## src/rtl/shadow_pkg.sv

```systemverilog
package shadow_pkg;

  localparam int unsigned FLD_W = 2;
  localparam int unsigned Y_LSB = 16;

  typedef enum logic [FLD_W-1:0] {
    FLD_CTL  = 2'd0,
    FLD_BASE = 2'd1,
    FLD_POS  = 2'd2,
    FLD_RSVD = 2'd3
  } field_e;

  typedef enum logic [FLD_W-1:0] {
    GLB_PROT = 2'd0,
    GLB_UPD  = 2'd1,
    GLB_R2   = 2'd2,
    GLB_R3   = 2'd3
  } glb_e;

  // per-window strobes from control to datapath
  typedef struct packed {
    logic wrCtl;
    logic wrBase;
    logic wrPos;
    logic load;
  } win_strobe_t;

endpackage

```

## src/rtl/shadow_ctrl.sv

```systemverilog
module shadow_ctrl
  import shadow_pkg::*;
#(
  parameter int unsigned NUM_WIN = 2,
  parameter int unsigned DATA_W  = 32,
  parameter int unsigned REG_AW  = 4
) (
  input  logic                 clk,
  input  logic                 rstN,
  input  logic                 wrEn,
  input  logic [REG_AW-1:0]    wrAddr,
  input  logic [NUM_WIN-1:0]   wrBits,
  input  logic                 vsync,
  input  logic [REG_AW-1:0]    rdAddr,
  output win_strobe_t          strobe [NUM_WIN],
  output logic                 commitDone,
  output logic                 rdIsGlobal,
  output logic [DATA_W-1:0]    rdGlobal
);

  localparam int unsigned WIN_IDX_W = REG_AW - FLD_W;

  logic [WIN_IDX_W-1:0] wrWin, rdWin;
  logic [FLD_W-1:0]     wrFld, rdFld;
  logic                 glbWr, protWr, updReq;
  logic [NUM_WIN-1:0]   protMask, pend, loadVec;

  assign wrWin  = wrAddr[REG_AW-1:FLD_W];
  assign wrFld  = wrAddr[FLD_W-1:0];
  assign rdWin  = rdAddr[REG_AW-1:FLD_W];
  assign rdFld  = rdAddr[FLD_W-1:0];

  assign glbWr  = wrEn && (wrWin == WIN_IDX_W'(NUM_WIN));
  assign protWr = glbWr && (wrFld == GLB_PROT);
  assign updReq = glbWr && (wrFld == GLB_UPD) && wrBits[0];

  genvar w;
  generate
    for (w = 0; w < NUM_WIN; w++) begin : gWin
      logic hit;
      assign hit        = wrEn && (wrWin == WIN_IDX_W'(w));
      assign loadVec[w] = vsync && pend[w] && !protMask[w];
      assign strobe[w]  = '{wrCtl:  hit && (wrFld == FLD_CTL),
                            wrBase: hit && (wrFld == FLD_BASE),
                            wrPos:  hit && (wrFld == FLD_POS),
                            load:   loadVec[w]};

      AST_PEND_KEPT: assert property (@(posedge clk) disable iff (!rstN)
        (pend[w] && protMask[w]) |=> pend[w]);
    end
  endgenerate

  always_ff @(posedge clk or negedge rstN) begin
    if (!rstN) begin
      protMask   <= '0;
      pend       <= '0;
      commitDone <= 1'b0;
    end else begin
      if (protWr) protMask <= wrBits;
      pend       <= (pend & ~loadVec) | {NUM_WIN{updReq}};
      commitDone <= |loadVec;
    end
  end

  assign rdIsGlobal = (rdWin == WIN_IDX_W'(NUM_WIN));

  always_comb begin
    rdGlobal = '0;
    if (rdFld == GLB_PROT)     rdGlobal = DATA_W'(protMask);
    else if (rdFld == GLB_UPD) rdGlobal = DATA_W'(|pend);
  end

  AST_DONE_AT_FRAME: assert property (@(posedge clk) disable iff (!rstN)
    commitDone |-> $past(vsync));
  AST_IDLE_FRAME: assert property (@(posedge clk) disable iff (!rstN)
    (vsync && !(|pend)) |=> !commitDone);

endmodule

```

## src/rtl/shadow_datapath.sv

```systemverilog
module shadow_datapath
  import shadow_pkg::*;
#(
  parameter int unsigned NUM_WIN = 2,
  parameter int unsigned DATA_W  = 32,
  parameter int unsigned BASE_W  = 32,
  parameter int unsigned POS_W   = 12,
  parameter int unsigned REG_AW  = 4
) (
  input  logic                      clk,
  input  logic                      rstN,
  input  win_strobe_t               strobe [NUM_WIN],
  input  logic [DATA_W-1:0]         wrData,
  input  logic [REG_AW-1:0]         rdAddr,
  input  logic                      rdShadow,
  output logic [NUM_WIN-1:0]        shadowEn,
  output logic [NUM_WIN*BASE_W-1:0] shadowBase,
  output logic [NUM_WIN*POS_W-1:0]  shadowX,
  output logic [NUM_WIN*POS_W-1:0]  shadowY,
  output logic [DATA_W-1:0]         rdWinData
);

  localparam int unsigned WIN_IDX_W = REG_AW - FLD_W;

  logic              actEn   [NUM_WIN];
  logic [BASE_W-1:0] actBase [NUM_WIN];
  logic [POS_W-1:0]  actX    [NUM_WIN];
  logic [POS_W-1:0]  actY    [NUM_WIN];
  logic              shEn    [NUM_WIN];
  logic [BASE_W-1:0] shBase  [NUM_WIN];
  logic [POS_W-1:0]  shX     [NUM_WIN];
  logic [POS_W-1:0]  shY     [NUM_WIN];

  genvar w;
  generate
    for (w = 0; w < NUM_WIN; w++) begin : gWin
      always_ff @(posedge clk or negedge rstN) begin
        if (!rstN) begin
          actEn[w]   <= 1'b0;
          actBase[w] <= '0;
          actX[w]    <= '0;
          actY[w]    <= '0;
        end else begin
          if (strobe[w].wrCtl)  actEn[w]   <= wrData[0];
          if (strobe[w].wrBase) actBase[w] <= wrData[BASE_W-1:0];
          if (strobe[w].wrPos) begin
            actX[w] <= wrData[POS_W-1:0];
            actY[w] <= wrData[Y_LSB +: POS_W];
          end
        end
      end

      always_ff @(posedge clk or negedge rstN) begin
        if (!rstN) begin
          shEn[w]   <= 1'b0;
          shBase[w] <= '0;
          shX[w]    <= '0;
          shY[w]    <= '0;
        end else if (strobe[w].load) begin
          shEn[w]   <= actEn[w];
          shBase[w] <= actBase[w];
          shX[w]    <= actX[w];
          shY[w]    <= actY[w];
        end
      end

      assign shadowEn[w]                 = shEn[w];
      assign shadowBase[w*BASE_W +: BASE_W] = shBase[w];
      assign shadowX[w*POS_W +: POS_W]   = shX[w];
      assign shadowY[w*POS_W +: POS_W]   = shY[w];

      AST_SHADOW_HOLD: assert property (@(posedge clk) disable iff (!rstN)
        !strobe[w].load |=> ($stable(shEn[w]) && $stable(shBase[w]) &&
                             $stable(shX[w]) && $stable(shY[w])));
      AST_LOAD_COPIES: assert property (@(posedge clk) disable iff (!rstN)
        strobe[w].load |=> (shBase[w] == $past(actBase[w]) &&
                            shEn[w] == $past(actEn[w])));
      AST_WRITE_LANDS: assert property (@(posedge clk) disable iff (!rstN)
        strobe[w].wrBase |=> actBase[w] == $past(wrData[BASE_W-1:0]));
    end
  endgenerate

  logic [WIN_IDX_W-1:0] rdWin;
  logic [FLD_W-1:0]     rdFld;
  assign rdWin = rdAddr[REG_AW-1:FLD_W];
  assign rdFld = rdAddr[FLD_W-1:0];

  always_comb begin
    rdWinData = '0;
    for (int i = 0; i < NUM_WIN; i++) begin
      if (rdWin == WIN_IDX_W'(i)) begin
        case (rdFld)
          FLD_CTL:  rdWinData = DATA_W'(rdShadow ? shEn[i] : actEn[i]);
          FLD_BASE: rdWinData = DATA_W'(rdShadow ? shBase[i] : actBase[i]);
          FLD_POS:  rdWinData = (DATA_W'(rdShadow ? shY[i] : actY[i]) << Y_LSB) |
                                DATA_W'(rdShadow ? shX[i] : actX[i]);
          default:  rdWinData = '0;
        endcase
      end
    end
  end

endmodule

```

## src/rtl/shadow_regs.sv

```systemverilog
module shadow_regs
  import shadow_pkg::*;
#(
  parameter int unsigned NUM_WIN = 2,
  parameter int unsigned DATA_W  = 32,
  parameter int unsigned BASE_W  = 32,
  parameter int unsigned POS_W   = 12,
  localparam int unsigned REG_AW = $clog2(NUM_WIN + 1) + FLD_W
) (
  input  logic                      clk,
  input  logic                      rstN,
  input  logic                      wrEn,
  input  logic [REG_AW-1:0]         wrAddr,
  input  logic [DATA_W-1:0]         wrData,
  input  logic [REG_AW-1:0]         rdAddr,
  input  logic                      rdShadow,
  output logic [DATA_W-1:0]         rdData,
  input  logic                      vsync,
  output logic [NUM_WIN-1:0]        shadowEn,
  output logic [NUM_WIN*BASE_W-1:0] shadowBase,
  output logic [NUM_WIN*POS_W-1:0]  shadowX,
  output logic [NUM_WIN*POS_W-1:0]  shadowY,
  output logic                      commitDone
);

  win_strobe_t       strobe [NUM_WIN];
  logic              rdIsGlobal;
  logic [DATA_W-1:0] rdGlobal, rdWinData;

  shadow_ctrl #(.NUM_WIN(NUM_WIN), .DATA_W(DATA_W), .REG_AW(REG_AW)) uCtrl (
    .clk(clk), .rstN(rstN), .wrEn(wrEn), .wrAddr(wrAddr),
    .wrBits(wrData[NUM_WIN-1:0]), .vsync(vsync), .rdAddr(rdAddr),
    .strobe(strobe), .commitDone(commitDone),
    .rdIsGlobal(rdIsGlobal), .rdGlobal(rdGlobal)
  );

  shadow_datapath #(.NUM_WIN(NUM_WIN), .DATA_W(DATA_W), .BASE_W(BASE_W),
                    .POS_W(POS_W), .REG_AW(REG_AW)) uData (
    .clk(clk), .rstN(rstN), .strobe(strobe), .wrData(wrData),
    .rdAddr(rdAddr), .rdShadow(rdShadow),
    .shadowEn(shadowEn), .shadowBase(shadowBase),
    .shadowX(shadowX), .shadowY(shadowY), .rdWinData(rdWinData)
  );

  assign rdData = rdIsGlobal ? rdGlobal : rdWinData;

  AST_EN_WAITS_FRAME: assert property (@(posedge clk) disable iff (!rstN)
    !vsync |=> $stable(shadowEn));
  AST_POS_WAITS_FRAME: assert property (@(posedge clk) disable iff (!rstN)
    !vsync |=> ($stable(shadowX) && $stable(shadowY) && $stable(shadowBase)));
  AST_DONE_PULSE: assert property (@(posedge clk) disable iff (!rstN)
    commitDone |=> !commitDone || $past(vsync, 1));

endmodule

```

## config.mk

```make
export PLATFORM = sky130hd
export DESIGN_NAME = shadow_regs
export DESIGN_NICKNAME = d
export VERILOG_FILES = /design/src/rtl/shadow_pkg.sv /design/src/rtl/shadow_ctrl.sv /design/src/rtl/shadow_datapath.sv /design/src/rtl/shadow_regs.sv
export SDC_FILE = /design/constraint.sdc
export NUM_CORES = 1
export LEC_CHECK = 0
export BUFFER_PORTS_ARGS = -buffer_cell sky130_fd_sc_hd__buf_2
export CORE_MARGIN = 3
export CORE_UTILIZATION = 48
export CTS_CLUSTER_SIZE = 25
export DETAILED_ROUTE_END_ITERATION = 8
export PLACE_DENSITY = 0.77
export SLEW_MARGIN = 20
export SYNTH_ARGS = -nofsm -noshare
export SYNTH_HDL_FRONTEND = slang
export SYNTH_HIERARCHICAL = 1
export SYNTH_SLANG_ARGS = --single-unit
```

## constraint.sdc

```tcl
create_clock -name clk -period 1.9 [get_ports clk]
set_clock_uncertainty 0.05 [all_clocks]
set_input_delay 0.285 -clock clk [delete_from_list [all_inputs] [get_ports clk]]
set_output_delay 0.285 -clock clk [all_outputs]
set_load 0.05 [all_outputs]
```

Word-level counts from Yosys, hierarchy flattened
Index checks and enable logic that the tools add are counted.
W data, S select, Z words.
{"block": "classes", "n_eq_ne": 8, "n_mux": 15, "bitwise_logic": 5, "n_reduce_logical": 24}
{"operator": "$mux W32", "count": 6}
{"operator": "$pmux W32 S3", "count": 2}
{"operator": "$or A32 B32 Y32", "count": 2}
{"operator": "$mux W12", "count": 4}
{"operator": "$logic_and A1 B1 Y1", "count": 16}
{"operator": "$eq A2 B1 Y1 const B", "count": 4}
{"operator": "$eq A2 B2 Y1 const B", "count": 4}
{"operator": "$logic_not A2 Y1", "count": 4}
{"operator": "$reduce_or A2 Y1", "count": 2}
{"operator": "$mux W1", "count": 3}
{"operator": "$and A2 B2 Y2", "count": 1}
{"operator": "$logic_not A1 Y1", "count": 2}
{"operator": "$not A2 Y2", "count": 1}
{"operator": "$or A2 B2 Y2", "count": 1}
{"block": "word_totals", "register_bits": 233, "inputBits": 45, "wordCells": 71}

Longest topological paths before layout
{"block": "logic_depth", "depth_word": 6, "depth_mapped": 8}

Modules after synthesis
The synthesis kept the hierarchy.
{"module": "shadow_datapath", "n_inst": 1, "cells_each": 730, "area_per_inst_um2": 10436.3, "seq_area_each_um2": 5705.5}
{"module": "shadow_regs", "n_inst": 1, "cells_each": 36, "area_per_inst_um2": 544.3, "seq_area_each_um2": 0.0}
{"module": "shadow_ctrl", "n_inst": 1, "cells_each": 64, "area_per_inst_um2": 538.0, "seq_area_each_um2": 125.1}

Worst setup path before layout
No wires, ideal clock.
{"block": "synth_timing", "path_type": "register to output", "startpoint": "reg uData.shBase, in the netlist uData/shadowBase[32]", "endpoint": "out rdData[0]", "t_arrival_ns": 1.748, "slack_ns": -0.183, "path_stages_with_launch": 6, "path_cell_list": "dfrtp_1 -> mux4_2 -> clkinv_1 -> o22ai_1 -> a22o_1 -> mux2_4"}
{"block": "synth_between", "elab_chain_cells": 4}
{"item": "start, declared", "line": "shadow_datapath.sv:30", "source": "logic [BASE_W-1:0] shBase [NUM_WIN];"}
{"item": "start signal, assigned by index", "line": "shadow_datapath.sv:61", "source": "shBase[w] <= actBase[w];"}
{"item": "$mux W32", "line": "shadow_datapath.sv:94", "source": "FLD_BASE: rdWinData = DATA_W'(rdShadow ? shBase[i] : actBase[i]);"}
{"item": "$pmux W32 S3", "line": "shadow_datapath.sv:92", "source": "case (rdFld)"}
{"item": "$mux W32", "line": "shadow_datapath.sv:91", "source": "if (rdWin == WIN_IDX_W'(i)) begin"}
{"item": "named net rdWinData[0]", "line": "shadow_regs.sv:28", "source": "logic [DATA_W-1:0] rdGlobal, rdWinData;"}
{"item": "$mux W32", "line": "shadow_regs.sv:45", "source": "assign rdData = rdIsGlobal ? rdGlobal : rdWinData;"}
{"item": "end, declared", "line": "shadow_regs.sv:17", "source": "output logic [DATA_W-1:0] rdData,"}
The timed path passes the listed nets, and every way through them passes these cells.

Worst setup path after layout
Same ends and word-level chain as after synthesis.

==> flow_summary_export.csv <==
group,metric,value,unit
yosys,synth_seq_area_share,50.6,%
final_layout,n_antenna_cell,0,
detailed_routing,dr_total_vias,8220,
worst_setup_path,number_of_cells_on_the_critical_path,6,
yosys,yosys-mux-area-fraction,36.4,%
timing,finalSetupViolations,30,
cts,clockBufferDepth,3,
final_layout,share_of_cells_above_drive_strength_1,56.8,%
die,overall_die_area,25900,um^2
cts,cts_htree_levels,1,
grt,first_pass_grt_wire_length,48.4,mm
placed_design,placement.cell_area,13100,um^2
die,num_io_pins,192,
detailed_routing,firstDrtPassIters,4,
timing,timing.final.hold_violations,0,
cts,tritoncts_num_sinks,233,
final_layout,fin_area,15500,um^2
yosys,yosysTopAreaCell,"dfrtp_1",
final_layout,fin_nets,1230,
placed_design,post-dp-hpwl,19.4,mm
yosys,post_synth_xor_area_fraction,0,%
yosys,complex_gate_fraction_of_the_synthesized_area,5.25,%
die,core,23500,um^2
yosys,syn_inst,830,
timing,rsz0062_at_grt,"yes",
power_and_ir_drop,power_density,1280,nW/um^2
die,die_h,161,um
power_and_ir_drop,seq_power_share,35.6,%
timing,finalMaxSlewViolations,0,
worst_setup_path,worst_r2r_startpoint,"uCtrl/protMask[1]",
power_and_ir_drop,fin_total_pwr,0.0199,W
worst_setup_path,regToRegEndpoint,"uData/shadowY[13]",
worst_setup_path,cp_cell_sequence,"mux4_2 -> clkinv_2 -> o22ai_2 -> a22o_1 -> mux2_4 -> buf_8",
power_and_ir_drop,power.clock.fraction,26.4,%
cts,cts.reportedPaths.clkPinSlew,60,ps
yosys,flip_flop_cell_with_the_highest_count_after_synthesis,"dfrtp_1",
yosys,synth.yosys.warnings,6,
cts,cts_tree,"yes",
power_and_ir_drop,p_leak,7.72,nW
timing,post-route-period-util,132,%
worst_setup_path,critical_path.top_delay_family,"multiplexers",
worst_setup_path,setup.reg_to_reg.worst_slack,270,ps
die,initial_core_util,48.9,%
worst_setup_path,crit_path_max_incr_delay,470,ps
timing,max_freq,0.400,GHz
grt,grt_pass1_vias,8690,
worst_setup_path,worst_setup_startpoint,"uData/shadowBase[32]",
yosys,yosys.cell_count.top_type,"dfrtp_1",
yosys,synth_cell_type_count,37,
worst_setup_path,arrival_time_of_data_at_the_critical_path_endpoint,2160,ps
grt,grt_start_max_net_pins,64,
worst_setup_path,timing.critical_path.buf_inv,2,
yosys,syn_area_per_cell,13.9,um^2
grt,global_route.overflow_total,0,
power_and_ir_drop,vdd_ir_drop_max,0.940,mV
detailed_routing,routed_wl,31.0,mm
power_and_ir_drop,comb_power_share,37.9,%
cts,cts-root-buf,"clkbuf_16",
worst_setup_path,timing_worst_setup_path_type,"register to output pin",
status,outcome,"finished, violations left",
worst_setup_path,end_kind,"output pin",
yosys,postSynthRegisterBits,233,
grt,antenna_found_initial,0,
detailed_routing,postRouteAntennaNets,0,
worst_setup_path,worstPathMaxFanout,2,
yosys,largest_family_of_logic_cells_by_synthesized_area,"multiplexers",
placed_design,io_port_bufs,191,
detailed_routing,remaining_drc_errors,0,
detailed_routing,drt-vias-per-instance,5.39,
status,violated_checks,"negative setup slack",
worst_setup_path,worstRegToRegCells,4,
grt,total_routing_resource_utilization_after_global_routing,23.6,%
placed_design,routabilityCongestion,0.788,
yosys,synth-edff-count,0,
worst_setup_path,start_kind,"register",
yosys,postSynth.asyncResetShare,100,%
cts,cts_inserted_buffers,26,
timing,fin_ws,-599,ps
worst_setup_path,critPathSlowestCell,"mux4_2",
yosys,netlist_top_cells_area,"dfrtp_1 51%, mux2_2 22%, mux2i_1 9.4%, mux2_4 4.2%, o22ai_1 2.3%",
yosys,synth_top_cell_area_share,50.6,%
power_and_ir_drop,netSwitchingPower,0.00736,W
hold_path,worst_hold_path_type,"input port to register",
detailed_routing,wire_per_inst,20.3,um
job,timing.max_cap.violations,0,
yosys,synth_simple_gate_area_share,1.90,%
worst_setup_path,critPathRequiredTime,1560,ps
worst_setup_path,worst_setup_ep,"rdData[0]",
power_and_ir_drop,sw_frac_of_total,37.1,%
power_and_ir_drop,power.internal,0.0125,W
timing,post-route-min-period,2500,ps
detailed_routing,detail_route.iter0.violations,486,
die,die_x,161,um
yosys,yosys-top-cells-count,"233 x dfrtp_1, 226 x mux2_2, 108 x mux2i_1",
yosys,synthAdderAreaFrac,0,%
yosys,synth.cell_area,11500,um^2
final_layout,syn2layout_area_growth,34.4,%
die,rows,56,
cts,clkLatencyLatePin,520,ps
-- what timing repair did --
action / CTS / global route
resized for setup: 88 / 1
pin swaps: 38 / 17
endpoints found under the hold margin: 128 / 0
setup endpoints to repair: 32 / 32
buffers inserted: 91 / 20
hold buffers: 29 / 0
-- cell usage in the layout (no fill, tap or decap), types with 15 or more instances in the layout --
cell	netlist	routed
buf_6	12	15
buf_2	27	157
mux2i_1	108	107
clkbuf_16	0	27
buf_8	1	19
dfrtp_1	233	229
mux2_2	226	225
o22ai_1	43	42
dlygate4sd3_1	0	29
nor2_1	21	17
buf_12	3	25
mux2_4	32	33
buf_4	34	143
conb_1	1	30
-- metal layers --
layer	global-route usage (%)	wire length, um
met1	30.5	12700
met2	40.7	15500
met4	7.67	1010
met5	0	0
met3	3.92	1690
-- cell families after synthesis --
kind of cell	after synthesis
buffers and inverters	94
flip-flops	233
multiplexers	372
other	1
AND/OR/NAND/NOR	42
AO/OA/AOI/OAI	88
-- power groups by stage --
stage                     Clock (W)  Sequential (W)  Combinational (W)
after CTS                   0.00536         0.00705            0.00734
after detailed placement          0         0.00727            0.00626
final                       0.00525         0.00708            0.00753
after global placement            0         0.00720            0.00615
after floorplan                   0         0.00949            0.00233
after global routing        0.00557         0.00724            0.00791
-- final cells by class --
cell class,count,area (um^2)
fill,1691,8060
sequential,233,5840
multi-input combinational,532,5210
timing repair buffer,388,3100
clock buffer,35,766
tap,319,399
clock inverter,13,153
inverter,4,16.3
-- worst reg2reg max path: stages (launching register included) --
cell and delay, ps:
dfrtp_1 390, nand2b_1 220, nor2_4 170, buf_12 280
mux2_2 400
-- worst min path at each step --
stage	startpoint	to	slack, ps	cells past startpoint
floorplan	rstN	uCtrl/commitDone	-60	0
global placement	rstN	uCtrl/commitDone	180	1
detailed placement	rstN	uCtrl/commitDone	190	1
CTS	wrData[22]	uData/actY[6]	0.3	2
global route	wrData[6]	uData/actX[18]	7	2
finish	wrData[6]	uData/actX[18]	20	2
-- state kept, by name, summed over array words and instances (netlist names) --
signal,flops
uCtrl/commitDone,1
uData/actBase,64
uData/shadowBase,64
uCtrl/pend,2
uData/actX,24
uCtrl/protMask,2
uData/shadowX,24
uData/actEn,2
uData/actY,24
uData/shadowY,24
uData/shadowEn,2
-- through the flow --
stage	setup WS, ps	setup TNS, ps	hold WS [ps]	std cells	util, %
2_1_floorplan	-101	-101	-60.6	859	-
3_3_place_gp	-184	-3750	181	1336	55.8
3_5_place_dp	-203	-4490	185	1336	55.8
4_1_cts	-605	-6220	0.255	1504	65.1
5_1_grt	-661	-8740	7.34	1524	65.8
6_report	-599	-5960	17.1	1524	65.8
Note: power is estimated with default switching activity, not from simulation.
